$ cat src/rtl/reorder_pkg.sv
package reorder_pkg;
  // Index width for a count of items, at least one bit.
  function automatic int unsigned idx_w(int unsigned n);
    return (n > 1) ? $clog2(n) : 1;
  endfunction
endpackage

$ cat src/rtl/reorder_wr_ctl.sv
module reorder_wr_ctl
  import reorder_pkg::*;
#(
  parameter int TW      = 8,
  parameter int NSLOT   = 8,
  parameter int NSTREAM = 2,
  parameter int FLEN    = 4,
  parameter int CW      = 16,
  localparam int SLW    = idx_w(NSLOT),
  localparam int SIDW   = idx_w(NSTREAM),
  localparam int BW     = idx_w(FLEN)
) (
  input  logic            clk,
  input  logic            rst_n,
  input  logic            in_valid,
  output logic            in_ready,
  input  logic [SIDW-1:0] in_stream,
  input  logic [TW-1:0]   in_ts,
  input  logic [TW-1:0]   rd_ts,
  input  logic            rd_busy,
  input  logic            rd_start,
  output logic            wr_en,
  output logic            wr_done,
  output logic            wr_busy,
  output logic [SIDW-1:0] wr_stream,
  output logic [SLW-1:0]  wr_slot,
  output logic [BW-1:0]   wr_beat,
  output logic [CW-1:0]   drop_count
);
  logic [BW-1:0]   beat_q;
  logic            keep_q;
  logic [SIDW-1:0] stream_q;
  logic [SLW-1:0]  slot_q;
  logic [TW-1:0]   ahead;
  logic            first, fire, accept, keep_now, last;

  assign in_ready = !rd_start;
  assign fire     = in_valid && in_ready;
  assign first    = (beat_q == '0);
  assign last     = (beat_q == BW'(FLEN - 1));
  assign ahead    = in_ts - rd_ts;
  assign accept   = (ahead < TW'(NSLOT)) && !((ahead == '0) && rd_busy);
  assign keep_now = first ? accept : keep_q;

  assign wr_stream = first ? in_stream : stream_q;
  assign wr_slot   = first ? in_ts[SLW-1:0] : slot_q;
  assign wr_beat   = beat_q;
  assign wr_en     = fire && keep_now;
  assign wr_done   = wr_en && last;
  assign wr_busy   = !first;

  always_ff @(posedge clk) begin
    if (!rst_n) begin
      beat_q     <= '0;
      keep_q     <= 1'b0;
      stream_q   <= '0;
      slot_q     <= '0;
      drop_count <= '0;
    end else if (fire) begin
      beat_q <= last ? '0 : beat_q + 1'b1;
      if (first) begin
        keep_q   <= accept;
        stream_q <= in_stream;
        slot_q   <= in_ts[SLW-1:0];
        if (!accept) drop_count <= drop_count + 1'b1;
      end
    end
  end


  drop_step_chk: assert property (@(posedge clk) disable iff (!rst_n)
    1'b1 |=> (drop_count == $past(drop_count)) || (drop_count == $past(drop_count) + 1'b1));

  no_live_slot_accept_chk: assert property (@(posedge clk) disable iff (!rst_n)
    (fire && first && rd_busy && (in_ts == rd_ts)) |=> (drop_count == $past(drop_count) + 1'b1));
endmodule

$ cat src/rtl/reorder_rd_ctl.sv
module reorder_rd_ctl
  import reorder_pkg::*;
#(
  parameter int TW      = 8,
  parameter int NSTREAM = 2,
  parameter int FLEN    = 4,
  parameter int DELAY   = 4,
  localparam int SIDW   = idx_w(NSTREAM),
  localparam int BW     = idx_w(FLEN)
) (
  input  logic            clk,
  input  logic            rst_n,
  input  logic [TW-1:0]   corr_time,
  input  logic            wr_busy,
  input  logic            out_ready,
  output logic            rd_start,
  output logic            rd_busy,
  output logic            rd_done,
  output logic            out_valid,
  output logic            out_last,
  output logic [TW-1:0]   rd_ts,
  output logic [SIDW-1:0] rd_stream,
  output logic [BW-1:0]   rd_beat
);
  logic [TW-1:0] lag;
  logic          due, step, last_beat, last_stream;

  assign lag         = corr_time - rd_ts;
  assign due         = (lag >= TW'(DELAY));
  assign rd_start    = !rd_busy && due && !wr_busy;
  assign out_valid   = rd_busy;
  assign step        = rd_busy && out_ready;
  assign last_beat   = (rd_beat == BW'(FLEN - 1));
  assign last_stream = (rd_stream == SIDW'(NSTREAM - 1));
  assign out_last    = rd_busy && last_beat;
  assign rd_done     = step && last_beat;

  always_ff @(posedge clk) begin
    if (!rst_n) begin
      rd_busy   <= 1'b0;
      rd_ts     <= '0;
      rd_stream <= '0;
      rd_beat   <= '0;
    end else if (rd_start) begin
      rd_busy <= 1'b1;
    end else if (step) begin
      if (!last_beat) begin
        rd_beat <= rd_beat + 1'b1;
      end else begin
        rd_beat <= '0;
        if (last_stream) begin
          rd_stream <= '0;
          rd_busy   <= 1'b0;
          rd_ts     <= rd_ts + 1'b1;
        end else begin
          rd_stream <= rd_stream + 1'b1;
        end
      end
    end
  end


  out_hold_chk: assert property (@(posedge clk) disable iff (!rst_n)
    (out_valid && !out_ready) |=> out_valid && $stable(rd_stream) && $stable(rd_beat) && $stable(rd_ts));
endmodule

$ cat src/rtl/reorder_store.sv
module reorder_store
  import reorder_pkg::*;
#(
  parameter int NSLOT   = 8,
  parameter int NSTREAM = 2,
  parameter int FLEN    = 4,
  parameter int SW      = 4,
  localparam int SLW    = idx_w(NSLOT),
  localparam int SIDW   = idx_w(NSTREAM),
  localparam int BW     = idx_w(FLEN),
  localparam int FW     = SIDW + SLW,
  localparam int NFLAG  = 1 << FW,
  localparam int DEPTH  = 1 << (FW + BW)
) (
  input  logic            clk,
  input  logic            rst_n,
  input  logic            wr_en,
  input  logic            set_en,
  input  logic [SIDW-1:0] wr_stream,
  input  logic [SLW-1:0]  wr_slot,
  input  logic [BW-1:0]   wr_beat,
  input  logic [SW-1:0]   pol_a,
  input  logic [SW-1:0]   pol_b,
  input  logic            clr_en,
  input  logic [SIDW-1:0] rd_stream,
  input  logic [SLW-1:0]  rd_slot,
  input  logic [BW-1:0]   rd_beat,
  output logic [15:0]     rd_word,
  output logic            rd_ok
);
  logic [15:0]      mem [DEPTH];
  logic [NFLAG-1:0] have_q;
  logic [FW-1:0]    set_idx, clr_idx;
  logic [7:0]       pad_a, pad_b;

  assign pad_a   = 8'(pol_a);
  assign pad_b   = 8'(pol_b);
  assign set_idx = {wr_stream, wr_slot};
  assign clr_idx = {rd_stream, rd_slot};

  always_ff @(posedge clk) begin
    if (wr_en) mem[{set_idx, wr_beat}] <= {pad_b, pad_a};
  end

  for (genvar f = 0; f < NFLAG; f++) begin : g_flag
    always_ff @(posedge clk) begin
      if (!rst_n)                                have_q[f] <= 1'b0;
      else if (set_en && (set_idx == FW'(f)))    have_q[f] <= 1'b1;
      else if (clr_en && (clr_idx == FW'(f)))    have_q[f] <= 1'b0;
    end
  end

  assign rd_ok   = have_q[clr_idx];
  assign rd_word = mem[{clr_idx, rd_beat}];


  flag_collide_chk: assert property (@(posedge clk) disable iff (!rst_n)
    !(set_en && clr_en && (set_idx == clr_idx)));

  flag_cleared_chk: assert property (@(posedge clk) disable iff (!rst_n)
    (clr_en && !set_en) |=> !have_q[$past(clr_idx)]);
endmodule

$ cat src/rtl/reorder_buffer.sv
module reorder_buffer
  import reorder_pkg::*;
#(
  parameter int TW      = 8,
  parameter int NSLOT   = 8,
  parameter int NSTREAM = 2,
  parameter int FLEN    = 4,
  parameter int DELAY   = 4,
  parameter int SW      = 4,
  parameter int CW      = 16,
  localparam int SLW    = idx_w(NSLOT),
  localparam int SIDW   = idx_w(NSTREAM),
  localparam int BW     = idx_w(FLEN)
) (
  input  logic            clk,
  input  logic            rst_n,
  input  logic [TW-1:0]   corr_time,
  input  logic            in_valid,
  output logic            in_ready,
  input  logic [SIDW-1:0] in_stream,
  input  logic [TW-1:0]   in_ts,
  input  logic [SW-1:0]   in_pol_a,
  input  logic [SW-1:0]   in_pol_b,
  output logic            out_valid,
  input  logic            out_ready,
  output logic [15:0]     out_data,
  output logic [SIDW-1:0] out_stream,
  output logic [TW-1:0]   out_ts,
  output logic            out_ok,
  output logic            out_last,
  output logic [CW-1:0]   drop_count
);
  logic            rd_start, rd_busy, rd_done;
  logic [TW-1:0]   rd_ts;
  logic [SIDW-1:0] rd_stream;
  logic [BW-1:0]   rd_beat;
  logic            wr_en, wr_done, wr_busy;
  logic [SIDW-1:0] wr_stream;
  logic [SLW-1:0]  wr_slot;
  logic [BW-1:0]   wr_beat;
  logic [15:0]     rd_word;
  logic            rd_ok;

  reorder_wr_ctl #(.TW(TW), .NSLOT(NSLOT), .NSTREAM(NSTREAM), .FLEN(FLEN), .CW(CW)) u_wr (
    .clk(clk), .rst_n(rst_n), .in_valid(in_valid), .in_ready(in_ready),
    .in_stream(in_stream), .in_ts(in_ts), .rd_ts(rd_ts), .rd_busy(rd_busy),
    .rd_start(rd_start), .wr_en(wr_en), .wr_done(wr_done), .wr_busy(wr_busy),
    .wr_stream(wr_stream), .wr_slot(wr_slot), .wr_beat(wr_beat), .drop_count(drop_count));

  reorder_rd_ctl #(.TW(TW), .NSTREAM(NSTREAM), .FLEN(FLEN), .DELAY(DELAY)) u_rd (
    .clk(clk), .rst_n(rst_n), .corr_time(corr_time), .wr_busy(wr_busy),
    .out_ready(out_ready), .rd_start(rd_start), .rd_busy(rd_busy), .rd_done(rd_done),
    .out_valid(out_valid), .out_last(out_last), .rd_ts(rd_ts),
    .rd_stream(rd_stream), .rd_beat(rd_beat));

  reorder_store #(.NSLOT(NSLOT), .NSTREAM(NSTREAM), .FLEN(FLEN), .SW(SW)) u_mem (
    .clk(clk), .rst_n(rst_n), .wr_en(wr_en), .set_en(wr_done),
    .wr_stream(wr_stream), .wr_slot(wr_slot), .wr_beat(wr_beat),
    .pol_a(in_pol_a), .pol_b(in_pol_b), .clr_en(rd_done),
    .rd_stream(rd_stream), .rd_slot(rd_ts[SLW-1:0]), .rd_beat(rd_beat),
    .rd_word(rd_word), .rd_ok(rd_ok));

  assign out_data   = rd_ok ? rd_word : 16'h0;
  assign out_ok     = rd_ok;
  assign out_stream = rd_stream;
  assign out_ts     = rd_ts;


  no_write_into_read_slot_chk: assert property (@(posedge clk) disable iff (!rst_n)
    !(wr_en && rd_busy && (wr_slot == rd_ts[SLW-1:0])));

  read_not_early_chk: assert property (@(posedge clk) disable iff (!rst_n)
    $rose(rd_busy) |-> (TW'($past(corr_time) - rd_ts) >= TW'(DELAY)));

  missing_is_zero_chk: assert property (@(posedge clk) disable iff (!rst_n)
    (out_valid && !out_ok) |-> (out_data == 16'h0));
endmodule

$ cat config.mk
export PLATFORM = sky130hd
export DESIGN_NAME = reorder_buffer
export DESIGN_NICKNAME = d
export VERILOG_FILES = /design/src/rtl/reorder_pkg.sv /design/src/rtl/reorder_wr_ctl.sv /design/src/rtl/reorder_rd_ctl.sv /design/src/rtl/reorder_store.sv /design/src/rtl/reorder_buffer.sv
export SDC_FILE = /design/constraint.sdc
export NUM_CORES = 1
export LEC_CHECK = 0
export BUFFER_PORTS_ARGS = -buffer_cell sky130_fd_sc_hd__buf_2
export CAP_MARGIN = 30
export CORE_ASPECT_RATIO = 0.6
export CORE_UTILIZATION = 50
export DETAILED_ROUTE_END_ITERATION = 10
export PLACE_DENSITY = 0.66
export SYNTH_ARGS = -nofsm -noshare
export SYNTH_HDL_FRONTEND = slang
export SYNTH_SLANG_ARGS = --single-unit
export TNS_END_PERCENT = 30
$ cat constraint.sdc
create_clock -name clk -period 4.8 [get_ports clk]
set_input_delay 0.48 -clock clk [delete_from_list [all_inputs] [get_ports clk]]
set_output_delay 0.48 -clock clk [all_outputs]
set_load 0.05 [all_outputs]
==> metrics.cfg <==
[power_and_ir_drop]
p_comb_share_pct=6.5
internal_power_w=0.00809
ir_worst_vdd_mv=0.303
p_leak_nw=8.26
powerDensity_nw_per_um2=393
switching_share_pct=21.7
clkPwrFrac_pct=41.4
power_switching_w=0.00224
seqPwrFrac_pct=52.1

[clocking]
post-cts-setup-buffers=0
cts_buffers=51
cts.path.max_buffers=3
cts_tree=done
htreeDepth=2
cts_sinks=563
holdBufCountCts=0
clock_latency_ns=0.58
clk_pin_slew_ns=0.06
root_buffer=clkbuf_16
cts_resized=0

[yosys]
ys_seq_area_share_pct=70.6
synth_top_area_cell=edfxtp_1
ys_types=61
async_flop_share_pct=0
synth-edff-count=512
synth.cell_area_um2=23200
synth.area.top_cells=edfxtp_1 (66%), mux4_2 (16%), dfxtp_1 (4.4%)
synth_top_area_share_pct=66.2
post_synth.cell_area_avg_um2=18.2
synthFlopType=edfxtp_1
synth-seq-cells=563
synth_cells=1273
synth_warnings=0

[placement]
dp_hpwl_um=35400
portBuffers=65
pre_cts_ws_ns=0.206
place_inst=1959
gp_congestion=0.891

[hold_path]
hp-class=input port to flip-flop

[global_route]
antenna_found_initial=2
grt_util_all_layers_pct=23.9
grt_pass1_vias=12300
grt_max_degree=65
grt_pass1_wl_um=82100
overflow=0

[routing]
wirelength_um=55200
routed_via_density=6.12
wl_met1_um=25400
routedWlPerCell_um=26.9
drt-pass1-iter-count=5
via_count=12500
post-route-drc-count=0
route.met2.wl_um=22900
drt_iter0_markers=1408
route.top_layer_used=met5
route.antenna.remaining_nets=0
dr_wl_met3_um=5960

[floorplan]
dieArea_um2=47300
ios=74
fp.dieH_um=169
coreArea_um2=45300
fp.dieW_um=280
rows=60
initial_utilization_pct=51.3

[worst_setup_path]
path_cells=buf_4 > mux4_2 > mux4_2 > a211oi_1 > a311oi_1 > buf_2
worst_setup_path_start_kind=flip-flop
critPathMaxStageDelay_ns=0.78
worstSetupPathType=flip-flop to primary output
cp.required_ns=4.32
critical-path-slowest-cell=dfxtp_4
cpMostUsedCell=mux4_2
crit_buf_inv=2
arrival_ns=4.03
endpoint_kind=primary output
cp_top_family=multiplexers
worstPathMaxFanout=32

[sta]
fmax_mhz=222
finClkSkew_ns=0.0143
min_period_ns=4.51
layout_setup_ws_ns=0.294
finalSetupTns_ns=0
maxSlewViolCount=0
rsz0062_at_grt=false
worstMarginPinSlew_ns=1.00
fin_crit_sh_pct=93.9
finalHoldViolations=0
relSlewSlack_pct=33.1
setup_viol=0

[final_layout]
multiInputGateArea_um2=6440
antenna_cells=0
final_cells=2050
final_nets=1445
area_growth_syn_to_layout_pct=13.3
fillers=3368
drive_gt1_share_pct=26.6
layout.area.seq_um2=16400
final_core_util_pct=58.1

[outcome]
status=finished clean

[job]
max_cap_viol_count=0

## worst paths after layout
check,slack [ns],depth (start not counted),start,to
min reg2reg,0.46,2,u_mem.have_q[1],u_mem.have_q[1]
min,0.19,3,in_stream,u_wr.stream_q
max,0.29,6,u_rd.rd_beat[0],out_data[10]
max reg2reg,0.30,9,u_rd.rd_ts[1],u_mem.mem[32][1]
## synthesized netlist by cell type, types with 4 or more instances
cell type,n
a211oi_1,10
a21boi_0,11
a21oi_1,9
a311oi_1,9
a31o_2,4
a31oi_1,4
and2_1,23
buf_1,8
buf_2,11
buf_4,8
clkbuf_1,39
dfxtp_1,51
edfxtp_1,512
ha_1,22
inv_1,25
mux2i_1,11
mux4_2,164
nand2_1,97
nand2b_1,14
nand3_1,33
nand3_2,4
nor2_1,73
nor2b_1,9
nor3_1,13
nor4_1,8
o21ai_0,18
o21ai_1,10
o31ai_1,10
o32ai_1,4
or3_1,6
xnor2_1,9
## state kept, by name, indices dropped and copies added (netlist names)
signal / cells
u_mem.have_q: 16
u_mem.mem: 512
u_rd.out_valid: 1
u_rd.rd_beat: 2
u_rd.rd_stream: 1
u_rd.rd_ts: 8
u_wr.drop_count: 16
u_wr.keep_q: 1
u_wr.slot_q: 3
u_wr.stream_q: 1
u_wr.wr_beat: 2
## power groups by stage
| stage | clock, W | combinational (W) | sequential (W) |
|---|---|---|---|
| after detailed placement | 0 | 0.000672 | 0.00549 |
| after global routing | 0.00451 | 0.000716 | 0.00539 |
| final | 0.00428 | 0.000672 | 0.00538 |
| after global placement | 0 | 0.000660 | 0.00549 |
| after floorplan | 0 | 0.000423 | 0.00548 |
| after CTS | 0.00433 | 0.000672 | 0.00539 |
## area by class of cell
cell class,instances,area share (%)
multi-input cells,624,24.5
flip-flops and latches,563,62.4
clock buffers,56,4.92
repair buffers,126,3.26
inverters,26,0.371
clock inverters,35,1.61
well taps,620,2.95
## layer usage
metal | global-route usage [%] | up-vias
met5 | 0 | -
met4 | 4.37 | 2
met3 | 7.67 | 78
met2 | 32.6 | 618
met1 | 37.7 | 6486
li1 | - | 5352
## per-stage QoR
step                      hold slack, ns  cell area [um2]  total power, W
after floorplan                    0.433            23200         0.00590
after global placement             0.446            24500         0.00615
after detailed placement           0.448            24600         0.00617
after CTS                          0.173            26300          0.0104
after global routing               0.189            26300          0.0106
final                              0.193            26300          0.0103
## worst reg2reg max path: stages, from the launching register on
cell and delay [ns]:
dfxtp_1 0.68, inv_2 0.15, ha_1 0.34, and3b_1 0.19, o21ai_0 0.25, a221oi_1 0.12
a311o_1 0.37, o21ai_1 0.67, nand3_2 0.56, nor2_1 0.80
## cell families after synthesis
logic type	count (synthesis)	share of synthesized area, %
flops	563	70.6
simple gates	297	6.06
other cells	1	0.0162
xor+xnor	10	0.377
buf+inv	93	1.73
mux	175	16.4
fa+ha+maj	24	1.36
compound gates	110	3.43
## cells in the final DEF (no fill, tap or decap), types with 10 or more instances in the layout
cell and count:
buf_2 65, nor2_1 73, bufinv_16 10, buf_4 55, clkinv_1 14, o21ai_0 18, o21ai_1 10, nor3_1 13
edfxtp_1 512, nand3_1 33, nand2b_1 14, a21boi_0 11, o31ai_1 10, mux2i_1 11, a211oi_1 10, mux4_2 164
inv_1 25, ha_1 22, dfxtp_1 48, and2_1 23, clkbuf_16 51, nand2_1 97
No activity file was read; power rests on OpenSTA's default activity.
